`config.mk`:
```
export PLATFORM = sky130hd
export DESIGN_NAME = bridge_bringup_seq
export DESIGN_NICKNAME = d
export VERILOG_FILES = /design/src/rtl/bringup_pkg.sv /design/src/rtl/bringup_ms_timer.sv /design/src/rtl/bringup_retry.sv /design/src/rtl/bridge_bringup_seq.sv
export SDC_FILE = /design/constraint.sdc
export NUM_CORES = 1
export LEC_CHECK = 0
export CAP_MARGIN = 15
export CORE_MARGIN = 3
export CORE_UTILIZATION = 50
export CTS_CLUSTER_DIAMETER = 200
export CTS_CLUSTER_SIZE = 12
export DETAILED_ROUTE_END_ITERATION = 12
export DONT_BUFFER_PORTS = 1
export PLACE_DENSITY_LB_ADDON = 0.15
export SYNTH_ARGS = -nofsm -noshare
export SYNTH_HDL_FRONTEND = slang
export SYNTH_SLANG_ARGS = --single-unit
```
`constraint.sdc`:
```
create_clock -name clk -period 5.1 [get_ports clk]
set_clock_uncertainty 0.2 [all_clocks]
set_input_delay 0 -clock clk [delete_from_list [all_inputs] [get_ports clk]]
set_output_delay 0 -clock clk [all_outputs]
set_load 0.02 [all_outputs]
```
`src/rtl/bringup_pkg.sv`:
```
package bringup_pkg;

  typedef enum logic [3:0] {
    ST_LANES, ST_EN_LO, ST_EN_HI, ST_CFG, ST_PLL, ST_PLL_W, ST_SRST, ST_SRST_W,
    ST_VID_W, ST_RDBK, ST_CLR, ST_CLR_W, ST_ERR, ST_DONE, ST_FAIL
  } seq_state_t;

  // Bridge register locations whose bit meaning the bridge decodes
  localparam logic [7:0] PLL_REG   = 8'h0D;
  localparam logic [7:0] SRST_REG  = 8'h09;
  localparam logic [7:0] ERR_REG   = 8'hE5;
  localparam logic [7:0] ERR_CLEAR = 8'hFF;
  localparam logic [7:0] BIT0_SET  = 8'h01;

  // Minimum waits in milliseconds
  localparam int MS_ENABLE = 10;
  localparam int MS_PLL    = 10;
  localparam int MS_SRST   = 10;
  localparam int MS_VIDEO  = 5;
  localparam int MS_ERRCLR = 1;
  localparam int MS_MAX    = 10;
  localparam int MSW       = $clog2(MS_MAX + 1);

endpackage

```
`src/rtl/bringup_ms_timer.sv`:
```
module bringup_ms_timer #(
  parameter int CYC_PER_MS = 100000,
  parameter int MAX_MS     = 10,
  parameter int MSW        = 4
) (
  input  logic           clk,
  input  logic           rst,
  input  logic           load,
  input  logic [MSW-1:0] load_ms,
  output logic           zero
);
  localparam int CW = $clog2(MAX_MS * CYC_PER_MS + 1);

  logic [CW-1:0] cnt;
  logic [CW-1:0] load_val;

  always_comb load_val = CW'(int'(load_ms) * CYC_PER_MS - 1);

  always_ff @(posedge clk) begin
    if (rst)             cnt <= '0;
    else if (load)       cnt <= load_val;
    else if (cnt != '0)  cnt <= cnt - 1'b1;
  end

  assign zero = (cnt == '0);

  // a freshly loaded multi-cycle wait is not over on the next cycle
  p_load_runs_r2: assert property (@(posedge clk) disable iff (rst)
    (load && (int'(load_ms) * CYC_PER_MS > 1)) |=> !zero);
endmodule

```
`src/rtl/bringup_retry.sv`:
```
module bringup_retry #(
  parameter int MAX_RETRY = 3
) (
  input  logic clk,
  input  logic rst,
  input  logic fail_evt,
  output logic give_up
);
  localparam int RW = $clog2(MAX_RETRY + 2);

  logic [RW-1:0] fails;

  always_ff @(posedge clk) begin
    if (rst)                                  fails <= '0;
    else if (fail_evt && !give_up)            fails <= fails + 1'b1;
  end

  assign give_up = fail_evt && (fails == RW'(MAX_RETRY));

  // the failure count never passes the retry limit
  p_fail_bound_r11: assert property (@(posedge clk) disable iff (rst)
    fails <= RW'(MAX_RETRY));
endmodule

```
`src/rtl/bridge_bringup_seq.sv`:
```
module bridge_bringup_seq
  import bringup_pkg::*;
#(
  parameter int       CYC_PER_MS = 100000,
  parameter int       NUM_CFG    = 8,
  parameter bit       CHECK_EN   = 1'b1,
  parameter int       MAX_RETRY  = 3,
  parameter int       AW         = 8,
  parameter int       DW         = 8,
  localparam int      IW         = $clog2(NUM_CFG + 1)
) (
  input  logic          clk,
  input  logic          rst,
  output logic          bridge_en,
  output logic          lanes_idle_req,
  input  logic          lanes_idle_ack,
  output logic          video_go,
  output logic          reg_valid,
  output logic          reg_write,
  output logic [AW-1:0] reg_addr,
  output logic [DW-1:0] reg_wdata,
  input  logic          reg_ack,
  input  logic [DW-1:0] reg_rdata,
  output logic [IW-1:0] cfg_idx,
  input  logic [AW-1:0] cfg_addr,
  input  logic [DW-1:0] cfg_data,
  output logic          done,
  output logic          fail
);
  seq_state_t     st, ns;
  logic [IW-1:0]  idx;
  logic           idx_clr, idx_inc;
  logic           tmr_load, tmr_zero;
  logic [MSW-1:0] tmr_ms;
  logic           fail_evt, give_up;
  logic           last_cfg;

  bringup_ms_timer #(.CYC_PER_MS(CYC_PER_MS), .MAX_MS(MS_MAX), .MSW(MSW)) u_timer (
    .clk(clk), .rst(rst), .load(tmr_load), .load_ms(tmr_ms), .zero(tmr_zero));

  bringup_retry #(.MAX_RETRY(MAX_RETRY)) u_retry (
    .clk(clk), .rst(rst), .fail_evt(fail_evt), .give_up(give_up));

  assign last_cfg = (idx == IW'(NUM_CFG - 1));

  always_comb begin
    ns       = st;
    tmr_load = 1'b0;
    tmr_ms   = '0;
    idx_clr  = 1'b0;
    idx_inc  = 1'b0;
    fail_evt = 1'b0;
    case (st)
      ST_LANES:  if (lanes_idle_ack) begin ns = ST_EN_LO; tmr_load = 1'b1; tmr_ms = MSW'(MS_ENABLE); end
      ST_EN_LO:  if (tmr_zero) begin ns = ST_EN_HI; tmr_load = 1'b1; tmr_ms = MSW'(MS_ENABLE); end
      ST_EN_HI:  if (tmr_zero) begin ns = ST_CFG; idx_clr = 1'b1; end
      ST_CFG:    if (reg_ack) begin
                   if (last_cfg) begin ns = ST_PLL; idx_clr = 1'b1; end
                   else idx_inc = 1'b1;
                 end
      ST_PLL:    if (reg_ack) begin ns = ST_PLL_W; tmr_load = 1'b1; tmr_ms = MSW'(MS_PLL); end
      ST_PLL_W:  if (tmr_zero) ns = ST_SRST;
      ST_SRST:   if (reg_ack) begin ns = ST_SRST_W; tmr_load = 1'b1; tmr_ms = MSW'(MS_SRST); end
      ST_SRST_W: if (tmr_zero) begin ns = ST_VID_W; tmr_load = 1'b1; tmr_ms = MSW'(MS_VIDEO); end
      ST_VID_W:  if (tmr_zero) begin
                   if (CHECK_EN) begin ns = ST_RDBK; idx_clr = 1'b1; end
                   else ns = ST_DONE;
                 end
      ST_RDBK:   if (reg_ack) begin
                   if (reg_rdata != cfg_data) fail_evt = 1'b1;
                   else if (last_cfg) begin ns = ST_CLR; idx_clr = 1'b1; end
                   else idx_inc = 1'b1;
                 end
      ST_CLR:    if (reg_ack) begin ns = ST_CLR_W; tmr_load = 1'b1; tmr_ms = MSW'(MS_ERRCLR); end
      ST_CLR_W:  if (tmr_zero) ns = ST_ERR;
      ST_ERR:    if (reg_ack) begin
                   if (reg_rdata != '0) fail_evt = 1'b1;
                   else ns = ST_DONE;
                 end
      default:   ns = st;
    endcase
    if (fail_evt) begin
      ns      = give_up ? ST_FAIL : ST_LANES;
      idx_clr = 1'b1;
    end
  end

  always_ff @(posedge clk) begin
    if (rst) begin
      st             <= ST_LANES;
      idx            <= '0;
      bridge_en      <= 1'b0;
      lanes_idle_req <= 1'b1;
      video_go       <= 1'b0;
      reg_valid      <= 1'b0;
      reg_write      <= 1'b0;
      done           <= 1'b0;
      fail           <= 1'b0;
    end else begin
      st             <= ns;
      if (idx_clr)      idx <= '0;
      else if (idx_inc) idx <= idx + 1'b1;
      bridge_en      <= ns inside {ST_EN_HI, ST_CFG, ST_PLL, ST_PLL_W, ST_SRST, ST_SRST_W,
                                   ST_VID_W, ST_RDBK, ST_CLR, ST_CLR_W, ST_ERR, ST_DONE};
      lanes_idle_req <= ns inside {ST_LANES, ST_EN_LO, ST_EN_HI, ST_CFG, ST_PLL, ST_PLL_W,
                                   ST_SRST, ST_SRST_W};
      video_go       <= ns inside {ST_VID_W, ST_RDBK, ST_CLR, ST_CLR_W, ST_ERR, ST_DONE};
      reg_valid      <= ns inside {ST_CFG, ST_PLL, ST_SRST, ST_RDBK, ST_CLR, ST_ERR};
      reg_write      <= ns inside {ST_CFG, ST_PLL, ST_SRST, ST_CLR};
      done           <= (ns == ST_DONE);
      fail           <= (ns == ST_FAIL);
    end
  end

  always_comb begin
    case (st)
      ST_CFG, ST_RDBK: reg_addr = cfg_addr;
      ST_PLL:          reg_addr = AW'(PLL_REG);
      ST_SRST:         reg_addr = AW'(SRST_REG);
      ST_CLR, ST_ERR:  reg_addr = AW'(ERR_REG);
      default:         reg_addr = '0;
    endcase
    case (st)
      ST_CFG:          reg_wdata = cfg_data;
      ST_PLL, ST_SRST: reg_wdata = DW'(BIT0_SET);
      ST_CLR:          reg_wdata = DW'(ERR_CLEAR);
      default:         reg_wdata = '0;
    endcase
  end

  assign cfg_idx = idx;

  // no register traffic while the bridge is held disabled
  p_no_access_disabled_r2: assert property (@(posedge clk) disable iff (rst)
    reg_valid |-> bridge_en);
  // an unacknowledged request stays put
  p_req_hold_r7: assert property (@(posedge clk) disable iff (rst)
    (reg_valid && !reg_ack) |=> (reg_valid && $stable(reg_write) && $stable(cfg_idx)));
  // streaming starts only out of the soft-reset wait, with lanes released
  p_video_order_r6: assert property (@(posedge clk) disable iff (rst)
    $rose(video_go) |-> ($past(st) == ST_SRST_W && !lanes_idle_req));
  // enable rises only while the lanes are held idle
  p_lanes_first_r1: assert property (@(posedge clk) disable iff (rst)
    $rose(bridge_en) |-> $past(lanes_idle_req));
  // done is sticky with bridge and video held on
  p_done_sticky_r10: assert property (@(posedge clk) disable iff (rst)
    done |=> (done && bridge_en && video_go));
  // fail is sticky with the bridge off
  p_fail_sticky_r11: assert property (@(posedge clk) disable iff (rst)
    fail |=> (fail && !bridge_en && !done));
endmodule

```
==> results.txt <==
----------------------------------------------------
[Clock tree]
  Maximum number of buffers from clock root to sink ... 2
  CTS sink count ... 38
  Number of buffers added for setup after CTS ... 0
  TritonCTS Buffers ... 5
  Clock tree from TritonCTS ... yes
  Library cell used as clock root buffer ... sky130_fd_sc_hd__clkbuf_8
  Clock transition at the registers of the reported paths ... 80 ps
  Clk_lat worst skew ... 290 ps
  Cells resized by post-CTS repair ... 0
  Number of levels the H-tree was split into ... 2
  Number of hold buffers added after CTS ... 4

[Floorplan]
  Die Wd ... 83.1 um
  Die height ... 83.1 um
  Die Footprint ... 6910 um^2
  Starting density of the core ... 0.527
  I/O Pins ... 55
  Placement row count ... 27
  Placeable core region ... 5640 um^2

[Yosys]
  Post-synthesis instance area ... 2970 um^2
  Number of warning messages in the yosys log ... 0
  Total nets after synthesis ... 431
  Seq cells post-synth ... 38
  Post-synthesis area per instance ... 7.72 um^2
  Cell with the most instances after synthesis ... sky130_fd_sc_hd__nor2_1
  Share of the yosys chip area belonging to registers ... 0.256
  Post-synthesis cell type with the largest combined area ... sky130_fd_sc_hd__dfxtp_1
  Number of distinct library cells after synthesis ... 58
  Top FF cell, synth ... sky130_fd_sc_hd__dfxtp_1
  Top-area cell type share of the netlist area ... 0.256
  Number of synthesized flops with an enable pin ... 0
  Top post-synthesis cells by area ... sky130_fd_sc_hd__dfxtp_1 (26%), sky130_fd_sc_hd__xnor2_1 (11%), sky130_fd_sc_hd__ha_1 (7.2%)
  FFs w/ async S/R, synth ... 0
  Cell types with the highest counts after synthesis ... sky130_fd_sc_hd__nor2_1 (52), sky130_fd_sc_hd__dfxtp_1 (38), sky130_fd_sc_hd__xnor2_1 (36)
  Post-synthesis instance total ... 385

[Setup path]
  Critical Setup Path Class ... reg2reg
  Register-to-Register Setup Slack ... 700 ps
  Crit start category ... flop
  Worst reg2reg path startpoint ... u_timer.cnt[8]
  RR Endpoint ... u_timer.cnt[17]
  Type of element capturing the critical path ... flop
  Critical path data arrival time ... 4410 ps
  Maximum fanout along the worst path ... 12
  Number of cells on the worst reg-to-reg path ... 12
  Data required, critical path ... 5110 ps

[STA]
  Unrepaired setup endpoints after global routing ... no
  Number of slew-limit violations in the final report ... 0
  Final hold viol count ... 0
  Worst relative slew slack ... 0.298
  Slew @ Worst Pin ... 1050 ps
  Fin worst setup slack ... 698 ps
  Sum of negative setup slack ... 0 ps
  Fin crit period ... 4400 ps
  Final setup vio count ... 0
  Period Utilization, post-route ... 0.863
  Highest Clock Rate ... 0.227 GHz

[Route]
  Routed wire length per instance ... 15.7 um
  First-pass DRT Iterations ... 4
  Via count ... 2654
  Post-detailed-routing wire length ... 7090 um
  Number of remaining DRC errors ... 0
  Final antenna-violating net count ... 0
  Via/cell ratio ... 5.87
  Iteration-0 DRC count of the detailed router ... 163

[Cells and area]
  Final net count ... 425
  Multi-input gate area in the final layout ... 2070 um^2
  Total of fill cells in the finished design ... 536
  Register area ... 761 um^2
  Area growth from synthesis to layout ... 5.51%
  Final antenna diode count ... 0
  Share of layout cells above drive strength 1 ... 0.0632

[Pwr]
  Part of the total power dissipated in sequential elements ... 0.402
  Internal ... 581 uW
  Maximum vdd drop ... 0.171 mV
  Power share of the clock group ... 0.218
  Combinational Power Share ... 0.380
  Leakage power ... 0.00119 uW
  Total net switching power ... 344 uW
  Switch share ... 0.372
  Power per Cell Area ... 295 nW/um^2

[Placed design]
  Gp weighted congestion ... 0.844
  IO Port Bufs ... 0
  Detailed placement HPWL ... 5340 um
  Pre-CTS WS ... 732 ps

[Hold path]
  Path class of the lowest-slack min-delay path ... in2out
  Min-delay src ... cfg_data[3]
  Hold Crit Endpoint ... reg_wdata[3]
  Number of cells traversed by the worst hold path ... 2

[Global route]
  Total routing usage reported by global routing ... 0.201
  Via count of the first global-routing pass ... 2461
  Overflow left after global routing ... 0
  Wire length of the first global-routing pass ... 11800 um
  Pin count of the biggest net entering global routing ... 28
  Number of antenna violations at the first check in global routing ... 0

[Run status]
  Result of the run ... completed

[Run]
  Reported max-cap violation count ... 0

----------------------------------------------------
## metal layers
metal  GRT usage  share of wire  vias to the layer above
met5           0              0                        -
met3      0.0446          0.061                       11
met2       0.323           0.47                       80
li1            -              -                     1357
met4      0.0416          0.014                        0
met1       0.277           0.46                     1206
## critical path: stages, from the launching register on
cell                       delay [ps]
sky130_fd_sc_hd__dfxtp_1          350
sky130_fd_sc_hd__or4_1            610
sky130_fd_sc_hd__nand2b_1         360
sky130_fd_sc_hd__or4_1            630
sky130_fd_sc_hd__clkinv_4         120
sky130_fd_sc_hd__nor2_1           110
sky130_fd_sc_hd__inv_1            160
sky130_fd_sc_hd__fa_1             480
sky130_fd_sc_hd__or3_1            420
sky130_fd_sc_hd__nor3_1           290
sky130_fd_sc_hd__nand4_1          160
sky130_fd_sc_hd__xnor2_1          170
sky130_fd_sc_hd__a221oi_2         260
## how the worst max path moves through the flow
stage                    from         endpoint  slack (ps)  depth (start not counted)
2_1_floorplan  u_timer.cnt[0]  u_timer.cnt[17]        1050                         15
3_3_place_gp   u_timer.cnt[8]  u_timer.cnt[17]         840                         12
3_5_place_dp   u_timer.cnt[8]  u_timer.cnt[17]         730                         12
4_1_cts        u_timer.cnt[8]  u_timer.cnt[15]         710                         13
5_1_grt        u_timer.cnt[8]  u_timer.cnt[17]         450                         12
6_report       u_timer.cnt[8]  u_timer.cnt[17]         700                         12
## state kept, by name (all words and copies together), names as in the netlist
register        count
bridge_en           1
cfg_idx             4
done                1
fail                1
lanes_idle_req      1
reg_valid           1
reg_write           1
st                  4
u_retry.fails       3
u_timer.cnt        20
video_go            1
## kinds of logic (layout without fill, tap and decap cells)
logic type,after synthesis,in the layout,synth area share
compound gates,85,85,0.182
xor+xnor,47,47,0.138
fa+ha+maj,18,18,0.0782
buf+inv,36,31,0.0496
flops,38,38,0.256
mux,6,6,0.0206
simple gates,155,155,0.275
## final cells by class
type	instances	share of cell area
timing repair buffer	9	0.0247
multi-input combinational	311	0.658
clock inverter	2	0.00439
inverter	14	0.0183
clock buffer	6	0.0231
tap	72	0.0287
sequential	38	0.242
## power groups by stage
stage | Clock (uW) | Combinational (uW) | Sequential, uW
3_5_place_dp | 0 | 344 | 377
6_report | 202 | 352 | 372
3_3_place_gp | 0 | 342 | 377
2_1_floorplan | 0 | 294 | 365
4_1_cts | 208 | 351 | 370
5_1_grt | 221 | 390 | 377
## cells in the final DEF (no fill, tap or decap), types with 8 or more instances in the layout
master / synthesis / layout
sky130_fd_sc_hd__xor2_1: 11 / 11
sky130_fd_sc_hd__xnor2_1: 36 / 36
sky130_fd_sc_hd__a21oi_1: 34 / 34
sky130_fd_sc_hd__inv_1: 12 / 12
sky130_fd_sc_hd__dfxtp_1: 38 / 38
sky130_fd_sc_hd__nand4_1: 8 / 8
sky130_fd_sc_hd__nor3_1: 13 / 13
sky130_fd_sc_hd__o21ai_0: 10 / 10
sky130_fd_sc_hd__or4_1: 8 / 8
sky130_fd_sc_hd__nor2_1: 52 / 52
sky130_fd_sc_hd__ha_1: 17 / 17
sky130_fd_sc_hd__nand2_1: 24 / 24
## through the flow
stage / utilization / std cells / power [uW] / hold slack (ps) / cell area (um^2)
global route: 0.556 / 452 / 988 / 21.7 / 3140
finish: 0.556 / 452 / 925 / 11.4 / 3140
CTS: 0.556 / 452 / 930 / 11.8 / 3140
floorplan: - / 385 / 660 / -17.3 / 2970
detailed placement: 0.534 / 440 / 721 / -125 / 3010
global placement: 0.534 / 440 / 719 / -128 / 3010
Power figures use the tool's default switching activity.
